==> src/rtl/ss_pkg.sv <==
package ss_pkg;
  localparam int STEP_W   = 3;
  localparam int PCT_W    = 7;
  localparam int LAST_IDX = 5;

  typedef logic [STEP_W-1:0] step_t;
  typedef logic [PCT_W-1:0]  pct_t;

  // Percentage of the programmed code for each ramp position.
  function automatic pct_t step_pct(input step_t idx);
    case (idx)
      3'd0:    return 7'd40;
      3'd1:    return 7'd50;
      3'd2:    return 7'd60;
      3'd3:    return 7'd70;
      3'd4:    return 7'd80;
      default: return 7'd100;
    endcase
  endfunction
endpackage

==> src/rtl/ss_us_prescaler.sv <==
module ss_us_prescaler #(
  parameter int CLK_PER_US = 200
) (
  input  logic clk,
  input  logic rst,
  input  logic hold_i,
  output logic tick_o
);
  localparam int CNT_W = (CLK_PER_US > 1) ? $clog2(CLK_PER_US) : 1;

  generate
    if (CLK_PER_US == 1) begin : g_direct
      assign tick_o = !hold_i && !rst;
    end else begin : g_count
      logic [CNT_W-1:0] cnt_q;
      localparam logic [CNT_W-1:0] CNT_LAST = CNT_W'(CLK_PER_US - 1);

      always_ff @(posedge clk) begin
        if (rst || hold_i)          cnt_q <= '0;
        else if (cnt_q == CNT_LAST) cnt_q <= '0;
        else                        cnt_q <= cnt_q + 1'b1;
      end

      assign tick_o = !hold_i && !rst && (cnt_q == CNT_LAST);

      // the microsecond counter never passes its last value
      a_r4_prescale_range: assert property (@(posedge clk) disable iff (rst)
        cnt_q <= CNT_LAST);
    end
  endgenerate
endmodule

==> src/rtl/ss_step_sequencer.sv <==
module ss_step_sequencer
  import ss_pkg::*;
#(
  parameter int HOLD_US = 80000,
  parameter int STEP_US = 256
) (
  input  logic  clk,
  input  logic  rst,
  input  logic  hold_i,
  input  logic  tick_i,
  output step_t step_o
);
  localparam int MAX_IV = (HOLD_US > STEP_US) ? HOLD_US : STEP_US;
  localparam int IV_W   = $clog2(MAX_IV + 1);
  localparam logic [IV_W-1:0] HOLD_LAST = IV_W'(HOLD_US - 1);
  localparam logic [IV_W-1:0] STEP_LAST = IV_W'(STEP_US - 1);
  localparam step_t LAST = step_t'(LAST_IDX);

  step_t            step_q;
  logic [IV_W-1:0]  iv_q;
  logic [IV_W-1:0]  iv_last;

  assign iv_last = (step_q == '0) ? HOLD_LAST : STEP_LAST;

  always_ff @(posedge clk) begin
    if (rst || hold_i) begin
      step_q <= '0;
      iv_q   <= '0;
    end else if (tick_i && step_q != LAST) begin
      if (iv_q == iv_last) begin
        iv_q   <= '0;
        step_q <= step_q + 1'b1;
      end else begin
        iv_q <= iv_q + 1'b1;
      end
    end
  end

  assign step_o = step_q;

  // the step either climbs by exactly one or returns to the start
  a_r6_step_order: assert property (@(posedge clk) disable iff (rst)
    (step_q != $past(step_q)) |-> (step_q == $past(step_q) + 1'b1 || step_q == '0));
  // a climb happens only on a microsecond tick
  a_r5_step_on_tick: assert property (@(posedge clk) disable iff (rst)
    (step_q != $past(step_q) && step_q != '0) |-> $past(tick_i));
  // high-impedance mode forces the first step
  a_r2_hold_clears: assert property (@(posedge clk) disable iff (rst)
    hold_i |=> step_q == '0);
  // the index never passes the last step
  a_r5_step_range: assert property (@(posedge clk) disable iff (rst)
    step_q <= LAST);
endmodule

==> src/rtl/ss_limit_scaler.sv <==
module ss_limit_scaler
  import ss_pkg::*;
#(
  parameter int CODE_W = 8
) (
  input  logic [CODE_W-1:0] code_i,
  input  step_t             step_i,
  output pct_t              pct_o,
  output logic [CODE_W-1:0] scaled_o
);
  localparam int PROD_W = CODE_W + PCT_W;

  logic [PROD_W-1:0] prod;
  logic [PROD_W-1:0] quot;

  assign pct_o    = step_pct(step_i);
  assign prod     = PROD_W'(code_i) * PROD_W'(pct_o);
  assign quot     = prod / PROD_W'(100);
  assign scaled_o = quot[CODE_W-1:0];
endmodule

==> src/rtl/softstart_ilim_seq.sv <==
module softstart_ilim_seq
  import ss_pkg::*;
#(
  parameter int CODE_W     = 8,
  parameter int CLK_PER_US = 200,
  parameter int HOLD_US    = 80000,
  parameter int STEP_US    = 256
) (
  input  logic              clk,
  input  logic              rst,
  input  logic              hiz_i,
  input  logic [CODE_W-1:0] code_i,
  output logic [CODE_W-1:0] limit_o,
  output logic [2:0]        step_o,
  output logic [6:0]        pct_o,
  output logic              done_o
);
  logic              tick;
  step_t             step_cur;
  pct_t              pct_cur;
  logic [CODE_W-1:0] scaled;

  ss_us_prescaler #(.CLK_PER_US(CLK_PER_US)) u_pre (
    .clk(clk), .rst(rst), .hold_i(hiz_i), .tick_o(tick)
  );

  ss_step_sequencer #(.HOLD_US(HOLD_US), .STEP_US(STEP_US)) u_seq (
    .clk(clk), .rst(rst), .hold_i(hiz_i), .tick_i(tick), .step_o(step_cur)
  );

  ss_limit_scaler #(.CODE_W(CODE_W)) u_scl (
    .code_i(code_i), .step_i(step_cur), .pct_o(pct_cur), .scaled_o(scaled)
  );

  always_ff @(posedge clk) begin
    if (rst || hiz_i) begin
      limit_o <= '0;
      step_o  <= '0;
      pct_o   <= 7'd40;
      done_o  <= 1'b0;
    end else begin
      limit_o <= scaled;
      step_o  <= step_cur;
      pct_o   <= pct_cur;
      done_o  <= (step_cur == step_t'(LAST_IDX));
    end
  end

  // converter off reads a zero limit
  a_r2_limit_zero: assert property (@(posedge clk) disable iff (rst)
    $past(hiz_i) |-> (limit_o == '0 && !done_o));
  // done stays latched until high-impedance mode returns
  a_r7_done_sticky: assert property (@(posedge clk) disable iff (rst)
    (done_o && !hiz_i) |=> done_o);
  // the full step passes the programmed code through unchanged
  a_r7_full_exact: assert property (@(posedge clk) disable iff (rst)
    done_o |-> (limit_o == $past(code_i) && pct_o == 7'd100));
  // the scaled limit never exceeds the programmed code
  a_r10_no_overflow: assert property (@(posedge clk) disable iff (rst)
    !$past(hiz_i) |-> (limit_o <= $past(code_i)));
endmodule

==> config.mk <==
export PLATFORM = sky130hd
export DESIGN_NAME = softstart_ilim_seq
export DESIGN_NICKNAME = d
export VERILOG_FILES = /design/src/rtl/ss_pkg.sv /design/src/rtl/ss_us_prescaler.sv /design/src/rtl/ss_step_sequencer.sv /design/src/rtl/ss_limit_scaler.sv /design/src/rtl/softstart_ilim_seq.sv
export SDC_FILE = /design/constraint.sdc
export NUM_CORES = 1
export LEC_CHECK = 0
export ABC_AREA = 1
export BUFFER_PORTS_ARGS = -buffer_cell sky130_fd_sc_hd__buf_2
export CAP_MARGIN = 15
export CORE_MARGIN = 4
export CORE_UTILIZATION = 45
export DETAILED_ROUTE_END_ITERATION = 10
export SLEW_MARGIN = 15
export SYNTH_ARGS = -nofsm -noshare
export SYNTH_HDL_FRONTEND = slang
export SYNTH_HIERARCHICAL = 1
export SYNTH_SLANG_ARGS = --single-unit
==> constraint.sdc <==
create_clock -name clk -period 15.7 [get_ports clk]
set_clock_uncertainty 0.1 [all_clocks]
set_input_delay 1.57 -clock clk [delete_from_list [all_inputs] [get_ports clk]]
set_output_delay 1.57 -clock clk [all_outputs]
set_load 0.02 [all_outputs]
# Word level (Yosys, flattened, before mapping)
# Cells that the tools add are included.
[totals]
regBits = 47
out_inout_bits = 19
[classes]
n_reduce_logical = 9
div_mod_pow = 1
add_sub_neg = 3
n_mul = 1
eq_ne = 8
muxes = 3
[ops]
columns = ["op", "n"]
rows = [
  ["7-bit case mux with 5 select lines", 1],
  ["17-bit 2-to-1 mux", 2],
  ["17-bit by 1-bit adder with 17-bit output (second input constant)", 1],
  ["17-bit == test", 1],
  ["15-bit by 7-bit divider with 15-bit output (second input constant)", 1],
  ["8-bit by 7-bit multiplier with 15-bit output", 1],
  ["8-bit by 1-bit adder with 8-bit output (second input constant)", 1],
  ["8-bit == test (second input constant)", 1],
  ["3-bit by 2-bit == test with 1-bit output (second input constant)", 2],
  ["3-bit == test (second input constant)", 2],
  ["3-bit by 1-bit adder with 3-bit output (second input constant)", 1],
  ["3-bit by 1-bit == test with 1-bit output (second input constant)", 1],
  ["1-bit logical AND", 3],
  ["3-bit zero test", 1],
  ["3-bit inequality test (second input constant)", 1],
  ["1-bit zero test", 2],
  ["2-bit AND reduction", 1],
  ["2-bit OR reduction", 1],
  ["1-bit logical OR", 1],
]

# Depth between registers and ports, before layout
# Gate-level depths: netlist (run 1).
[depth]
word_depth = 5
depth_mapped = 67
ltp_nobuf = 67

# By module
# The synthesis (run 1) kept the hierarchy.
[modules_own_cells]
columns = ["module", "n_inst", "cells_per_inst", "seq_area_each_um2", "area_per_inst_um2"]
rows = [
  ["ss_limit_scaler", 1, 494, 0.0, 3025.4],
  ["ss_step_sequencer", 1, 162, 400.4, 1119.8],
  ["softstart_ilim_seq", 1, 62, 380.4, 606.8],
  ["ss_us_prescaler", 1, 64, 160.2, 451.7],
]

# Least setup slack after synthesis (run 1)
# Ideal clock, no wire load.
[synth_path]
path_type = "input-to-reg"
startpoint = "in code_i[4]"
endpoint = "reg limit_o[0]"
cell_stages = 56
path_slack_ns = 7.748
t_required_ns = 15.490
arrival_ns = 7.742
path_cell_list = "inv_1 -> nor2_1 -> fa_1 -> fa_1 -> inv_1 -> fa_1 -> inv_1 -> ha_1 -> ha_1 -> or2_4 -> nand3_2 -> nand2_2 -> nand2_1 -> nand2_1 -> nor2_2 -> nand2_1 -> nand2_2 -> nand2_2 -> (+20 left out) -> nand2_2 -> nand2_4 -> nand2_2 -> nand4_2 -> nand2_2 -> nand2_4 -> nand2_2 -> nand2_4 -> nor2_4 -> nand2_4 -> nand2_4 -> nand2_1 -> nand2_1 -> nor2_1 -> nand2_1 -> nand2_1 -> inv_1 -> nor2_2"
[synth_via]
elab_chain_cells = 2
[synth_lines]
columns = ["item", "line", "rtl"]
rows = [
  ["start, declared", "softstart_ilim_seq.sv:12", "input logic [CODE_W-1:0] code_i,"],
  ["8-bit by 7-bit multiplier with 15-bit output", "ss_limit_scaler.sv:17", "assign prod = PROD_W'(code_i) * PROD_W'(pct_o);"],
  ["15-bit by 7-bit divider with 15-bit output", "ss_limit_scaler.sv:18", "assign quot = prod / PROD_W'(100);"],
  ["named net scaled[0]", "softstart_ilim_seq.sv:21", "logic [CODE_W-1:0] scaled;"],
  ["end signal, assigned", "softstart_ilim_seq.sv:42", "limit_o <= scaled;"],
  ["end, declared", "softstart_ilim_seq.sv:13", "output logic [CODE_W-1:0] limit_o,"],
]
# The timed path passes the listed nets, and every way through them passes these cells.
# A chain may end at the register's enable or synchronous reset.

# Worst setup path in the final report (run 1)
[layout_path]
startpoint = "reg u_seq.step_q[0] (netlist: u_seq/step_o[0])"
endpoint = "reg limit_o[0]"
[layout_via]
elab_chain_cells = 4
elab_cells_between_ends = 8
classes_between = "mul: 1; div: 1; eq/ne: 4; mux: 1; reduce/logical: 1"
[layout_lines]
columns = ["item", "line", "rtl"]
rows = [
  ["start, declared", "ss_step_sequencer.sv:19", "step_t step_q;"],
  ["start signal, assigned", "ss_step_sequencer.sv:32", "step_q <= step_q + 1'b1;"],
  ["3-bit == test (tied with other cells)", "ss_pkg.sv:11", "case (idx)"],
  ["7-bit case mux with 5 select lines *", "ss_pkg.sv:11", ""],
  ["named net pct_cur[6]", "softstart_ilim_seq.sv:20", "pct_t pct_cur;"],
  ["8-bit by 7-bit multiplier with 15-bit output *", "ss_limit_scaler.sv:17", ""],
  ["15-bit by 7-bit divider with 15-bit output *", "ss_limit_scaler.sv:18", ""],
  ["named net scaled[0]", "softstart_ilim_seq.sv:21", ""],
]
# The timed path passes the listed nets; every way through them passes the cells marked *.

==> metrics.txt, run 1 <==
status=finished, final reports clean; Fin. Hold Viols=0; Die Wd=115.5 um; initial antenna violation count=0; Synth cell types=40; Max IR drop VDD=0.0001733 V; # fillers=1156; most frequent CP cell=nand2_1; Min Clock Period, post-route=8.885 ns; Tot Pwr=1.110 mW; grt total ovfl=0; startpoint types=flip-flop; Seq/Total Area, Yosys=18.08%; Worst-path clk slew=0.07 ns; WP data arrival=8.96 ns; row count=39; Crit path required time=15.77 ns; Fin Setup TNS=0 ns; fin cells=960; worst hold path type=flip-flop to flip-flop; Synth Instances=782; postcts setup bufs=0; H-Tree Depth=2; Avg Inst Size Synth=6.654 um^2; Fin Hold WS=0.3857 ns; share of layout cells above drive strength 1=19.71%; WL per Instance=11.66 um; ANT nets after route=0; worst slew margin relative to its limit=65.20%; largest net degree at the start of global routing=19; Largest stage delay, worst path=0.55 ns; most frequent cells in the layout=nand2_1 (188), inv_1 (130), nor2_1 (107), nand3_1 (62), dfxtp_1 (47); Skew-Pair Late Insertion Delay=0.28 ns; CP max FO=8; Worst-Margin Slew=0.5201 ns; HPWL after DPL=9338 um; post-cts resize count=0; io pins=30; detailed-route wire length=11190 um; placed insts=952; clk sink count=47; crit path max-delay cell type=fa_1; RSZ-0062 raised after global routing=false; first-pass GRT wire length=20040 um; Syn-to-layout area delta=8.680%; commonest non-fill, non-tap cell in the layout=nand2_1; die extent in y=115.5 um; die area=13350 um^2; static leakage=2.970 nW; Core Region=11370 um^2; TritonCTS clock tree=done; CTS buffer count=5; routability cong.=0.8575; first-pass detailed-route iteration total=5; PortBufs=29; #FFs+latches synth=47; MaxCap Viol Count=0; Nets=888; CP delay by family, top=simple AND/OR/NAND/NOR gates; Buf+Inv Stages, Crit Path=6; 1st-iter DRT viols=266; Final period util=56.59%; Crit. End Element=flip-flop; Initial Utilization=45.77%; CTS Hold Buffers Added=0; Max Transition Viols Final=0; Total Routing Usage GR=17.85%; Longest Clk Path Bufs=2; diode count=0; DRC viols=0; Via density=4.916; Synthesized Nets=854; Peak Freq=0.1126 GHz; vias=4719; synthesized cell area=5204 um^2; Power Dens Cells=196.3 nW/um^2; Critical Setup Path Class=flip-flop to flip-flop; Warnings, synthesis=6; number of global-route vias before repair=4579; clock root cell=clkbuf_16; Final setup viols=0
[layer usage]
metal / share of wire [%] / GRT usage (%) / up-vias
li1: - / - / 2472
met1: 48 / 23.64 / 2144
met2: 47 / 31.21 / 88
met3: 2.8 / 2.141 / 15
met4: 1.3 / 3.991 / 0
met5: 0 / 0 / -
[flip-flops by register name, indices dropped and copies added, names as in the netlist]
signal,flops
pct_o,7
limit_o,8
step_o,3
u_seq/step_o,3
u_pre/g_count.cnt_q,8
done_o,1
u_seq/iv_q,17
[layout make-up]
| type | count | area (um^2) | area share, % |
|---|---|---|---|
| Multi-Input combinational cell | 585 | 3675 | 64.98 |
| Sequential cell | 47 | 940.9 | 16.64 |
| Inverter | 148 | 560.5 | 9.912 |
| Tap cell | 143 | 178.9 | 3.164 |
| Timing Repair Buffer | 29 | 145.1 | 2.566 |
| Clock buffer | 6 | 138.9 | 2.456 |
| Clock inverter | 2 | 16.27 | 0.2876 |
[synthesized netlist by cell type (all sizes together)]
master  count  area [um^2]
o21ai      13        65.06
fa         25        500.5
buf         2        27.53
inv       148        560.5
a21oi      16        91.34
and2        1        6.260
xor2        5        43.79
conb        1        3.750
o21bai      2        18.77
a31oi       1        6.260
nor2      136        643.1
nand3b      4        30.03
or2         2        15.02
nor3        4        31.28
nor2b       1        8.760
o211ai      1        7.510
ha         36        450.4
xnor2       4        42.55
nand2     241         1122
nor3b       2        15.01
dfxtp      47        940.9
nand3      71        407.9
nand4      19        165.2
[where the power goes]
part           internal (mW)  switching, mW
logic                  0.289          0.584
registers              0.125        0.00133
clock network         0.0637         0.0466
[cells by family (layout without fill, tap and decap cells)]
| kind of cell | Yosys count | after routing | synth area share [%] |
|---|---|---|---|
| xor+xnor | 9 | 9 | 1.659 |
| compound gates | 33 | 33 | 3.631 |
| fa+ha+maj | 61 | 61 | 18.27 |
| other cells | 1 | 1 | 0.07206 |
| buf+inv | 150 | 185 | 11.30 |
| simple gates | 481 | 481 | 46.98 |
| flops | 47 | 47 | 18.08 |
[path summary, 6_finish.rpt]
kind,startpoint,to,slack (ns),cells past startpoint
hold reg to reg,u_pre/g_count.cnt_q[0],u_pre/g_count.cnt_q[0],0.39,1
hold / removal,u_pre/g_count.cnt_q[0],u_pre/g_count.cnt_q[0],0.39,1
setup / recovery,u_seq/step_o[0],limit_o[0],6.82,56
setup reg to reg,u_seq/step_o[0],limit_o[0],6.82,56
[stage by stage]
step,area (um^2),worst slack (ns),util (%)
after floorplan,5204,7.748,-
after global placement,5500,7.072,48.38
after detailed placement,5500,6.860,48.38
after CTS,5655,6.804,49.74
after global routing,5655,5.941,49.74
final,5655,6.815,49.74
(Power assumes the default switching activity.)
==> run 2: changes to the inputs <==
==> constraint.sdc (replaced) <==
create_clock -name clk -period 8.05 [get_ports clk]
set_clock_uncertainty 0.1 [all_clocks]
set_input_delay 0.805 -clock clk [delete_from_list [all_inputs] [get_ports clk]]
set_output_delay 0.805 -clock clk [all_outputs]
set_load 0.02 [all_outputs]
==> run 2 against run 1 <==
  * First-iteration DRC count up 16%
  * Via count up 0.61%
  * Fmax up 17%
  * Combinational power up 130%
  * Critical path depth unchanged
  * Setup slack worse by 6.3 ns
  * Cell area up 8.7%
  * Die area unchanged
  * Non-clock buffer count up 17
  * Core utilization up 4.3 points
==> metrics.txt, run 2 (synthesized netlist as in run 1, its figures left out) <==
Fin. Hold Viols=0; Largest stage delay, worst path=0.50 ns; die area=13350 um^2; DRC viols=0; Min Clock Period, post-route=7.581 ns; initial antenna violation count=0; TritonCTS clock tree=done; die extent in y=115.5 um; grt total ovfl=0; top flop regs=u_seq/iv_q: 17 flops, limit_o: 8 flops, u_pre/g_count.cnt_q: 8 flops; Via density=4.860; Crit. End Element=flip-flop; detailed-route wire length=11480 um; 1st-iter DRT viols=308; row count=39; Worst-path clk slew=0.06 ns; Final setup viols=0; first-pass GRT wire length=19510 um; Die Wd=115.5 um; startpoint types=flip-flop; status=finished, final reports clean; Fin Hold WS=0.3830 ns; DP Worst Slack=-0.1941 ns; MaxCap Viol Count=0; WP data arrival=7.70 ns; HPWL after DPL=9224 um; most frequent CP cell=nand2_1; most frequent cells in the layout=nand2_1 (179), inv_1 (118), nor2_1 (97), nand3_1 (55), dfxtp_1 (45); CTS Hold Buffers Added=0; Fin Setup TNS=0 ns; Met1 Wirelength=5452 um; Critical Setup Path Class=flip-flop to flip-flop; Final Util=54.07%; largest net degree at the start of global routing=19; clock root cell=clkbuf_16; diode count=0; Met2 Wirelength=5646 um; Longest Clk Path Bufs=2; CTS buffer count=5; Initial Utilization=45.77%; vias=4748; io pins=30; Top reg by flops=u_seq/iv_q; first-pass detailed-route iteration total=4; Nets=905; WL per Instance=11.75 um; Max Transition Viols Final=0; Tot Pwr=2.501 mW; share of layout cells above drive strength 1=27.82%; Syn-to-layout area delta=18.13%; crit path max-delay cell type=fa_1; ANT nets after route=0; H-Tree Depth=2; PortBufs=29; Crit path required time=8.17 ns; worst hold path type=flip-flop to flip-flop; commonest non-fill, non-tap cell in the layout=nand2_1; DR top layer=met4; Final period util=94.18%; Power Dens Cells=406.9 nW/um^2; static leakage=3.092 nW; max FFs per register=17; Total Routing Usage GR=17.51%; Core Region=11370 um^2; metal3 WL=290 um; Skew-Pair Late Insertion Delay=0.29 ns; slack of the critical path=0.4688 ns; CP max FO=6; number of global-route vias before repair=4529; clk sink count=47; Peak Freq=0.1319 GHz; routability cong.=0.8327; Max IR drop VDD=0.0005162 V
run 2: changes by cell type in the layout (fill, tap and decap cells not counted), moves of 8 or more:
cell and delta:
buf_4 +17, ha_1 -8, ha_4 +8, inv_1 -12, inv_2 +8, nand2_1 -9, nor2_1 -10
run 2: layer usage:
| metal | vias up | track usage (%) |
|---|---|---|
| met5 | - | 0 |
| met4 | 0 | 3.834 |
| met3 | 8 | 2.141 |
| met2 | 59 | 30.75 |
| met1 | 2170 | 23.09 |
| li1 | 2511 | - |
run 2: repair_timing:
action	CTS	global route
setup endpoints to repair	1	2
buffers inserted	0	11
pin swaps	0	27
resized for setup	4	80
run 2: critical path, delay by kind of cell (launching register included):
family          cells  cell delay, ns
xor+xnor            1            0.39
buf+inv             6            0.43
simple gates       41            3.70
fa+ha+maj           5            1.99
compound gates      3            0.52
flops               1            0.39
run 2: where the power goes:
part	internal [mW]	switching (mW)	total [mW]	leakage, nW
sequential	0.244	0.00277	0.247	0.382
clock	0.156	0.0900	0.246	0.0875
combinational	0.709	1.30	2.01	2.62
run 2: path summary, 6_finish.rpt:
| path | startpoint | endpoint | slack, ns | cells past startpoint |
|---|---|---|---|---|
| setup / recovery | u_seq/step_o[0] | limit_o[0] | 0.47 | 56 |
| hold / removal | u_pre/g_count.cnt_q[0] | u_pre/g_count.cnt_q[0] | 0.38 | 1 |
| setup reg to reg | u_seq/step_o[0] | limit_o[0] | 0.47 | 56 |
| hold reg to reg | u_pre/g_count.cnt_q[0] | u_pre/g_count.cnt_q[0] | 0.38 | 1 |
run 2: area by class of cell:
type                       count  area (um^2)
fill                        1108         5223
timing repair buffer          46        272.8
clock buffer                   6        138.9
inverter                     148        571.8
multi-input combinational    585         4000
sequential                    47        945.9
clock inverter                 2        38.79
tap                          143        178.9
run 2: stage by stage:
step,cells,cell area [um^2]
2_1_floorplan,782,5204
3_3_place_gp,958,5545
3_5_place_dp,958,5545
4_1_cts,966,5736
5_1_grt,977,6147
6_report,977,6147
